### config.mk
export PLATFORM = sky130hd
export DESIGN_NAME = interval_match_timer
export DESIGN_NICKNAME = d
export VERILOG_FILES = /design/src/rtl/imt_pkg.sv /design/src/rtl/imt_counter.sv /design/src/rtl/imt_match.sv /design/src/rtl/imt_irq.sv /design/src/rtl/interval_match_timer.sv
export SDC_FILE = /design/constraint.sdc
export NUM_CORES = 1
export LEC_CHECK = 0
export BUFFER_PORTS_ARGS = -buffer_cell sky130_fd_sc_hd__buf_2
export CORE_ASPECT_RATIO = 2
export CORE_MARGIN = 10
export CORE_UTILIZATION = 50
export CTS_CLUSTER_DIAMETER = 50
export DETAILED_ROUTE_END_ITERATION = 10
export GPL_TIMING_DRIVEN = 0
export PLACE_DENSITY = 0.83
export SLEW_MARGIN = 20
export SYNTH_ARGS = -nofsm -noshare
export SYNTH_HDL_FRONTEND = slang
export SYNTH_SLANG_ARGS = --single-unit
### constraint.sdc
create_clock -name clk -period 2.81 [get_ports clk]
set_clock_uncertainty 0.2 [all_clocks]
set_input_delay 0.562 -clock clk [delete_from_list [all_inputs] [get_ports clk]]
set_output_delay 0.562 -clock clk [all_outputs]
set_load 0.01 [all_outputs]
### src/rtl/imt_pkg.sv
// Package: shared constants of the interval timer compare unit.
// Assumes a 2-bit write address space; only two addresses are decoded.
package imt_pkg;
    localparam int ADDR_W = 2;
    localparam logic [ADDR_W-1:0] ADDR_MATCH = 2'd0;
    localparam logic [ADDR_W-1:0] ADDR_CTRL  = 2'd1;
    localparam int CTRL_IEN_BIT = 0;
endpackage

### src/rtl/imt_counter.sv
// Free-running cycle counter producing a 2*LO_W timestamp.
// Assumes CNT_W is either LO_W (low word plus wrap-count extension) or
// 2*LO_W (native counter). Steps by one when tick_en is high.
module imt_counter #(
    parameter int LO_W  = 32,
    parameter int CNT_W = 64
) (
    input  logic              clk,
    input  logic              rst_n,
    input  logic              tick_en,
    output logic [LO_W-1:0]   cnt_lo,
    output logic [2*LO_W-1:0] cnt_full
);
    localparam int TS_W = 2 * LO_W;
    localparam logic [LO_W-1:0] LO_ONE = LO_W'(1);
    localparam logic [TS_W-1:0] TS_ONE = TS_W'(1);

    generate
        if (CNT_W == LO_W) begin : g_ext
            logic [LO_W-1:0] lo_q;
            logic [LO_W-1:0] hi_q;

            // Low word counts cycles; the extension counts its wraps.
            always_ff @(posedge clk) begin
                if (!rst_n) begin
                    lo_q <= '0;
                    hi_q <= '0;
                end else if (tick_en) begin
                    lo_q <= lo_q + LO_ONE;
                    if (lo_q == {LO_W{1'b1}}) begin
                        hi_q <= hi_q + LO_ONE;
                    end
                end
            end

            assign cnt_lo   = lo_q;
            assign cnt_full = {hi_q, lo_q};
        end else begin : g_native
            logic [TS_W-1:0] c_q;

            // Native double-width counter.
            always_ff @(posedge clk) begin
                if (!rst_n) begin
                    c_q <= '0;
                end else if (tick_en) begin
                    c_q <= c_q + TS_ONE;
                end
            end

            assign cnt_lo   = c_q[LO_W-1:0];
            assign cnt_full = c_q;
        end
    endgenerate
endmodule

### src/rtl/imt_match.sv
// Match register and equality detector.
// Assumes only the low word of the counter is compared; resets to all ones.
// A hit needs an enabled cycle, so a stalled counter never re-hits.
module imt_match #(
    parameter int LO_W = 32
) (
    input  logic            clk,
    input  logic            rst_n,
    input  logic            tick_en,
    input  logic [LO_W-1:0] cnt_lo,
    input  logic            match_we,
    input  logic [LO_W-1:0] match_wdata,
    output logic            hit
);
    logic [LO_W-1:0] match_q;

    // Hold the software-written match value.
    always_ff @(posedge clk) begin
        if (!rst_n) begin
            match_q <= {LO_W{1'b1}};
        end else if (match_we) begin
            match_q <= match_wdata;
        end
    end

    // Equality in a counted cycle is a hit.
    always_comb begin
        hit = tick_en && (cnt_lo == match_q);
    end
endmodule

### src/rtl/imt_irq.sv
// Pending flag and interrupt enable.
// Assumes clear has priority over a same-cycle hit; the flag latches
// independently of the enable.
module imt_irq (
    input  logic clk,
    input  logic rst_n,
    input  logic hit,
    input  logic pend_clr,
    input  logic ien_we,
    input  logic ien_wdata,
    output logic pend,
    output logic irq
);
    logic pend_q;
    logic ien_q;

    // Sticky pending flag, cleared by strobe or match write.
    always_ff @(posedge clk) begin
        if (!rst_n) begin
            pend_q <= 1'b0;
        end else if (pend_clr) begin
            pend_q <= 1'b0;
        end else if (hit) begin
            pend_q <= 1'b1;
        end
    end

    // Interrupt enable bit, masked out of reset.
    always_ff @(posedge clk) begin
        if (!rst_n) begin
            ien_q <= 1'b0;
        end else if (ien_we) begin
            ien_q <= ien_wdata;
        end
    end

    assign pend = pend_q;
    assign irq  = pend_q & ien_q;
endmodule

### src/rtl/interval_match_timer.sv
// Interval timer compare unit top level.
// Decodes the small write port, ties the counter, matcher and flag logic.
// Assumes CNT_W is LO_W or 2*LO_W; count_o is always 2*LO_W wide.
module interval_match_timer
    import imt_pkg::*;
#(
    parameter int LO_W  = 32,
    parameter int CNT_W = 64
) (
    input  logic              clk,
    input  logic              rst_n,
    input  logic              tick_en,
    input  logic              reg_wr,
    input  logic [ADDR_W-1:0] reg_addr,
    input  logic [LO_W-1:0]   reg_wdata,
    input  logic              irq_clr,
    output logic [2*LO_W-1:0] count_o,
    output logic              irq_o,
    output logic              irq_pend_o
);
    logic [LO_W-1:0] cnt_lo;
    logic            hit;
    logic            match_we;
    logic            ctrl_we;
    logic            pend_clr;

    // Write decode; unused addresses fall through with no effect.
    always_comb begin
        match_we = reg_wr && (reg_addr == ADDR_MATCH);
        ctrl_we  = reg_wr && (reg_addr == ADDR_CTRL);
        pend_clr = irq_clr || match_we;
    end

    imt_counter #(.LO_W(LO_W), .CNT_W(CNT_W)) u_cnt (
        .clk      (clk),
        .rst_n    (rst_n),
        .tick_en  (tick_en),
        .cnt_lo   (cnt_lo),
        .cnt_full (count_o)
    );

    imt_match #(.LO_W(LO_W)) u_match (
        .clk         (clk),
        .rst_n       (rst_n),
        .tick_en     (tick_en),
        .cnt_lo      (cnt_lo),
        .match_we    (match_we),
        .match_wdata (reg_wdata),
        .hit         (hit)
    );

    imt_irq u_irq (
        .clk       (clk),
        .rst_n     (rst_n),
        .hit       (hit),
        .pend_clr  (pend_clr),
        .ien_we    (ctrl_we),
        .ien_wdata (reg_wdata[CTRL_IEN_BIT]),
        .pend      (irq_pend_o),
        .irq       (irq_o)
    );
endmodule

======== Word level (Yosys, flattened, before mapping) ========
Cells that the tools add are included.
operators by class
  $add $sub $neg .......................... 1
  equal/unequal tests ..................... 2
  bitwise gates (word level) .............. 2
  reduce and logical (&&, ||, !) cells .... 6
operators by type and width
  operator               number
  $add 64x1->64 const B  1
  $eq 32x32->1           1
  $logic_and 1x1->1      3
  $eq 2x1->1 const B     1
  $logic_not 2->1        1
  $reduce_or 2->1        1
  $and 1x1->1            1
  $logic_or 1x1->1       1
  $not 1->1              1
word-level totals
  register bits ........................... 98
  input port bits ......................... 39
  output and inout port bits .............. 66
  word-level logic and storage cells ...... 15

======== Longest topological paths before layout ========
Gate-level depths: netlist (run 1).
  word-level depth ........................ 4
  depth in mapped cells ................... 8
  mapped depth without buffers ............ 6

======== Hierarchy ========
A second synthesis (run 1) with hierarchy kept.
second synthesis, totals
  cell total of the unflattened synthesis .. 546
  area total of the unflattened synthesis .. 4941.0 sq um
by module, submodules not included
  module                times used  cells each  area each (sq um)  sequential area each (sq um)
  imt_counter           1           389         3369.5             1281.2
  imt_match             1           147         1467.7             640.6
  imt_irq               1           7           75.1               40.0
  interval_match_timer  1           3           28.8               0.0

======== Least setup slack after synthesis (run 1) ========
OpenSTA, ideal clock, no wires.
  path type ............................... in2reg
  start point ............................. in tick_en
  end point ............................... reg u_cnt.g_native.c_q[51] (netlist: u_cnt.cnt_full[51])
  library setup time ...................... 0.071 ns
  arrival ................................. 2.131 ns
  required time ........................... 2.539 ns
  setup slack ............................. 0.409 ns
  stages .................................. 7
  path buffers ............................ 2
  cells stage by stage .................... buf_2 and4_1 and4_1 clkbuf_1 nand4_1 or4_1 a21oi_1
RTL lines
  element                 RTL line                    text
  start: declaration      interval_match_timer.sv:12  input logic tick_en,
  end signal: assignment  imt_counter.sv:46           c_q <= c_q + TS_ONE;
  end: declaration        imt_counter.sv:39           logic [TS_W-1:0] c_q;

======== Worst setup path after layout (run 1) ========
  start point ............................. reg u_cnt.g_native.c_q[0] (netlist: u_cnt.cnt_full[0])
  end point ............................... reg u_cnt.g_native.c_q[60] (netlist: u_cnt.cnt_full[60])
on the way
  cells in the longest elaborated chain, start to end .. 1
ends and longest elaborated chain
  element        RTL line
  $add 64x1->64  imt_counter.sv:46
Every way passes these cells.
A chain may end at the register's enable or synchronous reset.

==> reports/metrics.yaml, run 1 <==
sta:
  tightest_slew_ns: 0.911
  timing.final.hold_violations: 0
  finalSetupViolations: 0
  final_max_slew_viol_count: 0
  fmax_achieved_ghz: 0.378
  finalCriticalPeriod_ns: 2.64
  slew_headroom_pct: 39.1
  fin_tns_setup_ns: 0
  grt_setup_unrepaired: "false"
  period_share_pct: 94.1
  setup_slack_ns: 0.167
synth:
  postSynthRegisterBits: 98
  synth_edf_count: 0
  cell_count_after_synthesis: 565
  ys_async_sr_fraction_pct: 0
  synth.distinct_cells: 41
  mappedNetlistNets: 605
  ys_warn_count: 0
  synth.cell_area_mm2: 0.00471
  fraction_of_the_yosys_area_taken_by_sequential_cells_pct: 41.7
  netlist.top_cell.by_area: "dfxtp_1"
  leading_cell_types_by_total_area_after_synthesis: "dfxtp_1 (42%), xnor2_1 (7.4%), nand2_1 (6.6%)"
  synth-main-ff-cell: "dfxtp_1"
  synthesis.area_per_instance_um2: 8.33
  yosysTopAreaCellShare_pct: 41.7
final_layout:
  layout-drive-gt1-share_pct: 20.3
  finalNetCount: 720
  area_grow_syn2layout_pct: 20.6
  antenna_cells_inserted: 0
  layout.core_utilization_pct: 61.3
global_routing:
  grt_pass1_vias: 4791
  grt.met2_usage_pct: 42.3
  overflow: 0
  met3_usage_pct: 5.02
  grt_max_degree: 15
  grt_use_total_pct: 22.6
  number_of_antenna_violations_at_the_first_check_in_global_routing: 0
  use_met1_pct: 21.6
  grt_pass1_wl_mm: 24.5
  gr-max-usage-layer: "met2"
hold_path:
  holdCritStartpoint: "reg_wdata[9]"
  hold_path_class: "in -> reg"
power_and_ir_drop:
  power.ir.vdd_worst_mv: 0.398
  fin_total_pwr_mw: 2.90
  leakagePower_nw: 2.34
  cellPowerDensity_mw_per_mm2: 510
worst_setup_path:
  cp_max_fo: 8
  r2r_endpoint: "u_cnt.cnt_full[60]$_SDFFE_PN0P_"
  ff2ff_path_depth: 7
  crit_type: "reg -> reg"
  worstSetupEndpoint: "u_cnt.cnt_full[60]$_SDFFE_PN0P_"
  timing.reg2reg.setup_slack_ns: 0.17
  cpMaxStageDelayCell: "or4_1"
  critPathRequiredTime_ns: 2.82
  cp-startpoint: "u_cnt.cnt_full[0]$_SDFFE_PN0P_"
  end_kind: "flip-flop"
  reg_to_reg_critical_path_startpoint: "u_cnt.cnt_full[0]$_SDFFE_PN0P_"
  longest_individual_stage_delay_on_the_worst_path_ns: 0.47
  critPathArrivalTime_ns: 2.66
  crit_path_cell_trace: "ha_1 -> nand4_1 -> or4_1 -> buf_2 -> nor4_2 -> a21o_1 -> a21oi_1"
  startpoint_type: "flip-flop"
detailed_routing:
  detail-route-antenna-nets: 0
  routed_wl_mm: 15.3
  vias_per_cell: 5.92
  drt_iter0_markers: 340
  drt-pass1-iter-count: 5
  detail_route.drc_violations: 0
  num_vias: 4673
  route.detailed.wl_per_inst_um: 19.3
clock_network:
  clk_slew_on_worst_s_h_paths_ns: 0.06
  clockBufferDepth: 2
  insertion_delay_ns: 0.34
  cts_root_buf: "clkbuf_16"
  post_cts.resized_instances: 0
  numCtsBuffers: 9
  cts_tree: "built"
  h-tree-depth: 3
  cts_num_sinks: 98
placement:
  detailedPlace.worstSlack_ns: -0.0104
  gp_congestion: 0.926
  hpwlAfterDp_mm: 11.8
  numPortBuffers: 102
run_status:
  run_status: "finished, final reports clean"
die:
  die_x_um: 88.6
  dieHeight_um: 157
  pin_count: 105
  initial_core_util_pct: 50.8
  die_area_mm2: 0.0139
  number_of_placement_rows: 50
  core_area_mm2: 0.00926
run:
  timing.max_cap.violations: 0
==> worst min path at each step <==
| stage | end | slack, ns | cells after the start |
|---|---|---|---|
| 2_1_floorplan | u_irq.ien_q$_SDFFE_PN0P_ | 0.26 | 2 |
| 3_3_place_gp | u_cnt.cnt_full[63]$_SDFFE_PN0P_ | 0.26 | 2 |
| 3_5_place_dp | u_match.match_q[8]$_SDFFE_PN1P_ | 0.27 | 2 |
| 4_1_cts | u_match.match_q[9]$_SDFFE_PN1P_ | 0.22 | 3 |
| 5_1_grt | u_match.match_q[4]$_SDFFE_PN1P_ | 0.24 | 3 |
| 6_report | u_match.match_q[9]$_SDFFE_PN1P_ | 0.23 | 3 |
==> Yosys cell counts (2+ instances only) <==
| master | n |
|---|---|
| a21oi_1 | 20 |
| and2_1 | 6 |
| and3_1 | 11 |
| and4_1 | 10 |
| and4_4 | 2 |
| buf_2 | 7 |
| buf_4 | 2 |
| buf_6 | 2 |
| clkbuf_1 | 18 |
| dfxtp_1 | 98 |
| inv_1 | 6 |
| mux2i_1 | 3 |
| nand2_1 | 83 |
| nand3_1 | 59 |
| nand3_2 | 2 |
| nand4_1 | 33 |
| nand4_2 | 2 |
| nor2_1 | 51 |
| nor3_1 | 9 |
| nor4_1 | 13 |
| nor4_4 | 2 |
| o21ai_0 | 11 |
| o31ai_1 | 8 |
| or3_1 | 10 |
| or4_1 | 9 |
| xnor2_1 | 40 |
| xor2_1 | 34 |
==> registers in the layout, indices dropped and copies added (netlist names) <==
name,count
u_irq.pend,1
u_irq.ien_q,1
u_match.match_q,32
u_cnt.cnt_full,64
==> critical path, delay by kind of cell, from the launching register on <==
kind,cells,cell delay (ns)
DFF,1,0.46
AOI/OAI and AO/OA,2,0.24
buffers and inverters,1,0.20
adders and majority gates,1,0.22
and+or+nand+nor,3,1.20
==> per-layer routing <==
metal  vias up  share of wire (%)
met5         -                  0
met4         0                4.8
met3        57                6.2
met2       184                 55
met1      2210                 34
li1       2222                  -
==> what timing repair did <==
item                       CTS  global route
setup buffers                0             2
setup endpoints to repair    0             3
hold buffers                 0             0
hold endpoints to repair     0             0
==> metrics by stage <==
| stage | hold WS [ns] | cells | instance area [µm²] |
|---|---|---|---|
| finish | 0.226 | 789 | 5680 |
| CTS | 0.221 | 787 | 5660 |
| detailed placement | 0.273 | 771 | 5350 |
| global placement | 0.261 | 771 | 5350 |
| floorplan | 0.255 | 565 | 4710 |
| global route | 0.239 | 789 | 5680 |
==> cells in the final DEF, fill, tap and decap left out, drive strengths merged, types with 8 or more instances in the layout <==
| master | n |
|---|---|
| and4 | 12 |
| and3 | 12 |
| xor2 | 34 |
| o21ai | 11 |
| nor4 | 16 |
| clkbuf | 32 |
| or4 | 9 |
| o31ai | 8 |
| nand4 | 35 |
| nor2 | 51 |
| or3 | 10 |
| dfxtp | 98 |
| a21oi | 20 |
| nand3 | 61 |
| buf | 115 |
| nand2 | 83 |
| xnor2 | 40 |
| nor3 | 9 |
==> area by class of cell <==
| class | count | area, µm² |
|---|---|---|
| Buffer | 30 | 150 |
| Fill cell | 827 | 3580 |
| Timing Repair Buffer | 104 | 526 |
| Clock inverter | 2 | 60.1 |
| Multi-Input combinational cell | 431 | 2570 |
| Inverter | 6 | 22.5 |
| Tap cell | 104 | 130 |
| Sequential cell | 98 | 1960 |
| Clock buffer | 14 | 254 |
==> power by group <==
part | internal (mW) | total [mW] | switching [mW]
registers | 1.42 | 1.45 | 0.0284
logic | 0.0632 | 0.144 | 0.0805
clock network | 0.806 | 1.31 | 0.501
total | 2.29 | 2.90 | 0.610
==> cell families after synthesis <==
| kind of cell | count (synthesis) | share of synthesized area, % |
|---|---|---|
| muxes | 3 | 0.638 |
| AOI/OAI and AO/OA | 41 | 4.92 |
| and+or+nand+nor | 312 | 35.1 |
| buffers and inverters | 36 | 3.67 |
| xor gates and xnor gates | 74 | 13.8 |
| adders and majority gates | 1 | 0.266 |
| DFF | 98 | 41.7 |
Power figures use the tool's default switching activity.
==> inputs of run 2 (changes only) <==
--- a/config.mk
+++ b/config.mk
@@ -5,6 +5,7 @@
 export SDC_FILE = /design/constraint.sdc
 export NUM_CORES = 1
 export LEC_CHECK = 0
+export ABC_AREA = 1
 export BUFFER_PORTS_ARGS = -buffer_cell sky130_fd_sc_hd__buf_2
 export CORE_ASPECT_RATIO = 2
 export CORE_MARGIN = 10
@@ -12,7 +13,7 @@
 export CTS_CLUSTER_DIAMETER = 50
 export DETAILED_ROUTE_END_ITERATION = 10
 export GPL_TIMING_DRIVEN = 0
-export PLACE_DENSITY = 0.83
+export PLACE_DENSITY = 0.81
 export SLEW_MARGIN = 20
 export SYNTH_ARGS = -nofsm -noshare
 export SYNTH_HDL_FRONTEND = slang
==> constraint.sdc (replaced) <==
create_clock -name clk -period 3.2 [get_ports clk]
set_clock_uncertainty 0.2 [all_clocks]
set_input_delay 0.64 -clock clk [delete_from_list [all_inputs] [get_ports clk]]
set_output_delay 0.64 -clock clk [all_outputs]
set_load 0.01 [all_outputs]
==> reports/metrics.yaml, run 2 <==
synth:
  fraction_of_the_yosys_area_taken_by_sequential_cells_pct: 36.4
  ys_async_sr_fraction_pct: 0
  synth.cell_area_mm2: 0.00539
  postSynthRegisterBits: 98
  leading_cell_types_by_total_area_after_synthesis: "dfxtp_1 (36%), nand2_1 (17%), nor2_1 (9.5%)"
  mappedNetlistNets: 889
  synth-main-ff-cell: "dfxtp_1"
  cell_count_after_synthesis: 849
  synthesis.area_per_instance_um2: 6.35
  synth_edf_count: 0
  netlist_top_cells_count: "nand2_1 (240), nor2_1 (137), inv_1 (110)"
  ys_warn_count: 0
  synth.distinct_cells: 33
  yosysMostFrequentCell: "nand2_1"
  yosysTopAreaCellShare_pct: 36.4
  netlist.top_cell.by_area: "dfxtp_1"
worst_setup_path:
  cp_max_fo: 6
  cp-startpoint: "u_cnt.cnt_full[10]$_SDFFE_PN0P_"
  crit_type: "reg -> reg"
  r2r_endpoint: "u_cnt.cnt_full[50]$_SDFFE_PN0P_"
  timing.reg2reg.setup_slack_ns: 1.04
  end_kind: "flip-flop"
  critPathArrivalTime_ns: 2.21
  worstSetupEndpoint: "u_cnt.cnt_full[50]$_SDFFE_PN0P_"
  startpoint_type: "flip-flop"
  ff2ff_path_depth: 9
  reg_to_reg_critical_path_startpoint: "u_cnt.cnt_full[10]$_SDFFE_PN0P_"
  critPathRequiredTime_ns: 3.25
sta:
  slew_headroom_pct: 47.7
  fin_tns_setup_ns: 0
  grt_setup_unrepaired: "false"
  fmax_achieved_ghz: 0.462
  final_max_slew_viol_count: 0
  finalSetupViolations: 0
  tightest_slew_ns: 0.785
  setup_slack_ns: 1.04
  timing.final.hold_violations: 0
  period_share_pct: 67.6
  finalCriticalPeriod_ns: 2.16
  final.hold.worst_slack_ns: 0.265
placement:
  hpwlAfterDp_mm: 14.6
  detailedPlace.worstSlack_ns: 0.833
  dpl-instance-area_mm2: 0.00607
  numPortBuffers: 102
  gp_congestion: 0.970
  place_inst: 1088
die:
  core_area_mm2: 0.0105
  initial_core_util_pct: 51.1
  pin_count: 105
  die_x_um: 93.4
  dieHeight_um: 167
  die_area_mm2: 0.0156
  number_of_placement_rows: 53
final_layout:
  layout.core_utilization_pct: 60.7
  postLayoutCellArea_mm2: 0.00640
  antenna_cells_inserted: 0
  finalNetCount: 1002
  multi_input_area_mm2: 0.00293
  final_cell_mix: "nand2_1 (240), nor2_1 (137), inv_1 (110)"
  fillerInstances: 1048
  most_common_cell_after_layout_fill_and_taps_aside: "nand2_1"
  final-instance-count-excl-fill: 1104
  layout-drive-gt1-share_pct: 16.8
  largest_register_ff_count: 64
  area_grow_syn2layout_pct: 18.8
  ff_latch_area_mm2: 0.00196
power_and_ir_drop:
  cellPowerDensity_mw_per_mm2: 406
  combPwrFrac_pct: 5.5
  p_seq_share_pct: 48.5
  power_report.internal_total_mw: 2.00
  power.switching_uw: 593
  power.share.switching_pct: 22.8
  leakagePower_nw: 2.85
  power.ir.vdd_worst_mv: 0.258
  clkPwrFrac_pct: 46.0
  fin_total_pwr_mw: 2.60
global_routing:
  grt_pass1_vias: 5751
  grt_use_total_pct: 23.5
  grt_max_degree: 17
  overflow: 0
  number_of_antenna_violations_at_the_first_check_in_global_routing: 0
  grt_pass1_wl_mm: 28.8
hold_path:
  hold_path_class: "reg -> reg"
  holdCritStartpoint: "u_irq.pend$_SDFFE_PP0P_"
detailed_routing:
  detail_route.drc_violations: 0
  vias_per_cell: 5.17
  detail-route-antenna-nets: 0
  drt-pass1-iter-count: 4
  routed_wl_mm: 18.1
  num_vias: 5703
  route.detailed.wl_per_inst_um: 16.4
  drt_iter0_markers: 289
clock_network:
  numCtsBuffers: 9
  cts_root_buf: "clkbuf_16"
  cts_num_sinks: 98
  clk_slew_on_worst_s_h_paths_ns: 0.07
  clockBufferDepth: 2
  cts_tree: "built"
  cts.hold.buffers_added: 0
  post_cts.resized_instances: 0
  h-tree-depth: 3
  post-cts-setup-buffers: 0
  insertion_delay_ns: 0.35
run:
  timing.max_cap.violations: 0
run_status:
  run_status: "finished, final reports clean"
-- run 2: changes by cell type after synthesis, moves of 10 or more --
cell / before / now
nand2_1: 83 / 240
inv_1: 6 / 110
nor2_1: 51 / 137
xnor2_1: 40 / 8
xor2_1: 34 / 9
o211ai_1: 0 / 23
nand4_1: 33 / 14
a21oi_1: 20 / 34
nor2_2: 0 / 12
nor2_4: 0 / 11
o21ai_0: 11 / 22
and4_1: 10 / 0
or3_1: 10 / 0
-- run 2: power by group through the flow --
stage,clock [mW],combinational (mW),sequential [mW]
finish,1.19,0.144,1.26
global route,1.25,0.163,1.26
CTS,1.20,0.144,1.26
detailed placement,0,0.144,1.29
global placement,0,0.141,1.29
floorplan,0,0.0863,1.28
-- run 2: logic make-up after synthesis --
family / count (synthesis) / synth area share [%]
and+or+nand+nor: 513 / 42.0
buffers and inverters: 134 / 9.35
DFF: 98 / 36.4
AOI/OAI and AO/OA: 86 / 9.26
xor gates and xnor gates: 17 / 2.76
adders and majority gates: 1 / 0.232
-- run 2: cell type report --
| type | count | share of cell area [%] |
|---|---|---|
| Sequential cell | 98 | 30.6 |
| Inverter | 115 | 6.74 |
| Buffer | 19 | 1.13 |
| Timing Repair Buffer | 102 | 7.97 |
| Tap cell | 137 | 2.68 |
| Clock buffer | 10 | 3.73 |
| Clock inverter | 6 | 1.41 |
| Multi-Input combinational cell | 617 | 45.7 |
-- run 2: worst max-delay path: stages (launching register included) --
cell	delay [ns]
dfxtp_1	0.54
inv_1	0.09
nor3_2	0.31
nand2_1	0.12
nor2_1	0.20
nand3_1	0.16
nor2_1	0.25
nand2_1	0.08
nand2_1	0.06
nor2_1	0.04
-- run 2: worst min path at each step --
| stage | endpoint | slack [ns] | cells past startpoint |
|---|---|---|---|
| 3_3_place_gp | u_irq.pend$_SDFFE_PP0P_ | 0.25 | 2 |
| 3_5_place_dp | u_irq.pend$_SDFFE_PP0P_ | 0.25 | 2 |
| 4_1_cts | u_irq.pend$_SDFFE_PP0P_ | 0.26 | 2 |
| 2_1_floorplan | u_irq.ien_q$_SDFFE_PN0P_ | 0.22 | 2 |
| 6_report | u_irq.pend$_SDFFE_PP0P_ | 0.27 | 2 |
| 5_1_grt | u_irq.pend$_SDFFE_PP0P_ | 0.29 | 2 |
-- run 2: metal layers --
layer	up-vias	part of all wire, %	GRT usage, %	wire (µm)
met2	166	54	43.2	9730
met4	0	5.7	15.6	1040
met1	2580	35	22.0	6340
met5	-	0	0	0
met3	54	5.3	5.18	950
li1	2903	-	-	-
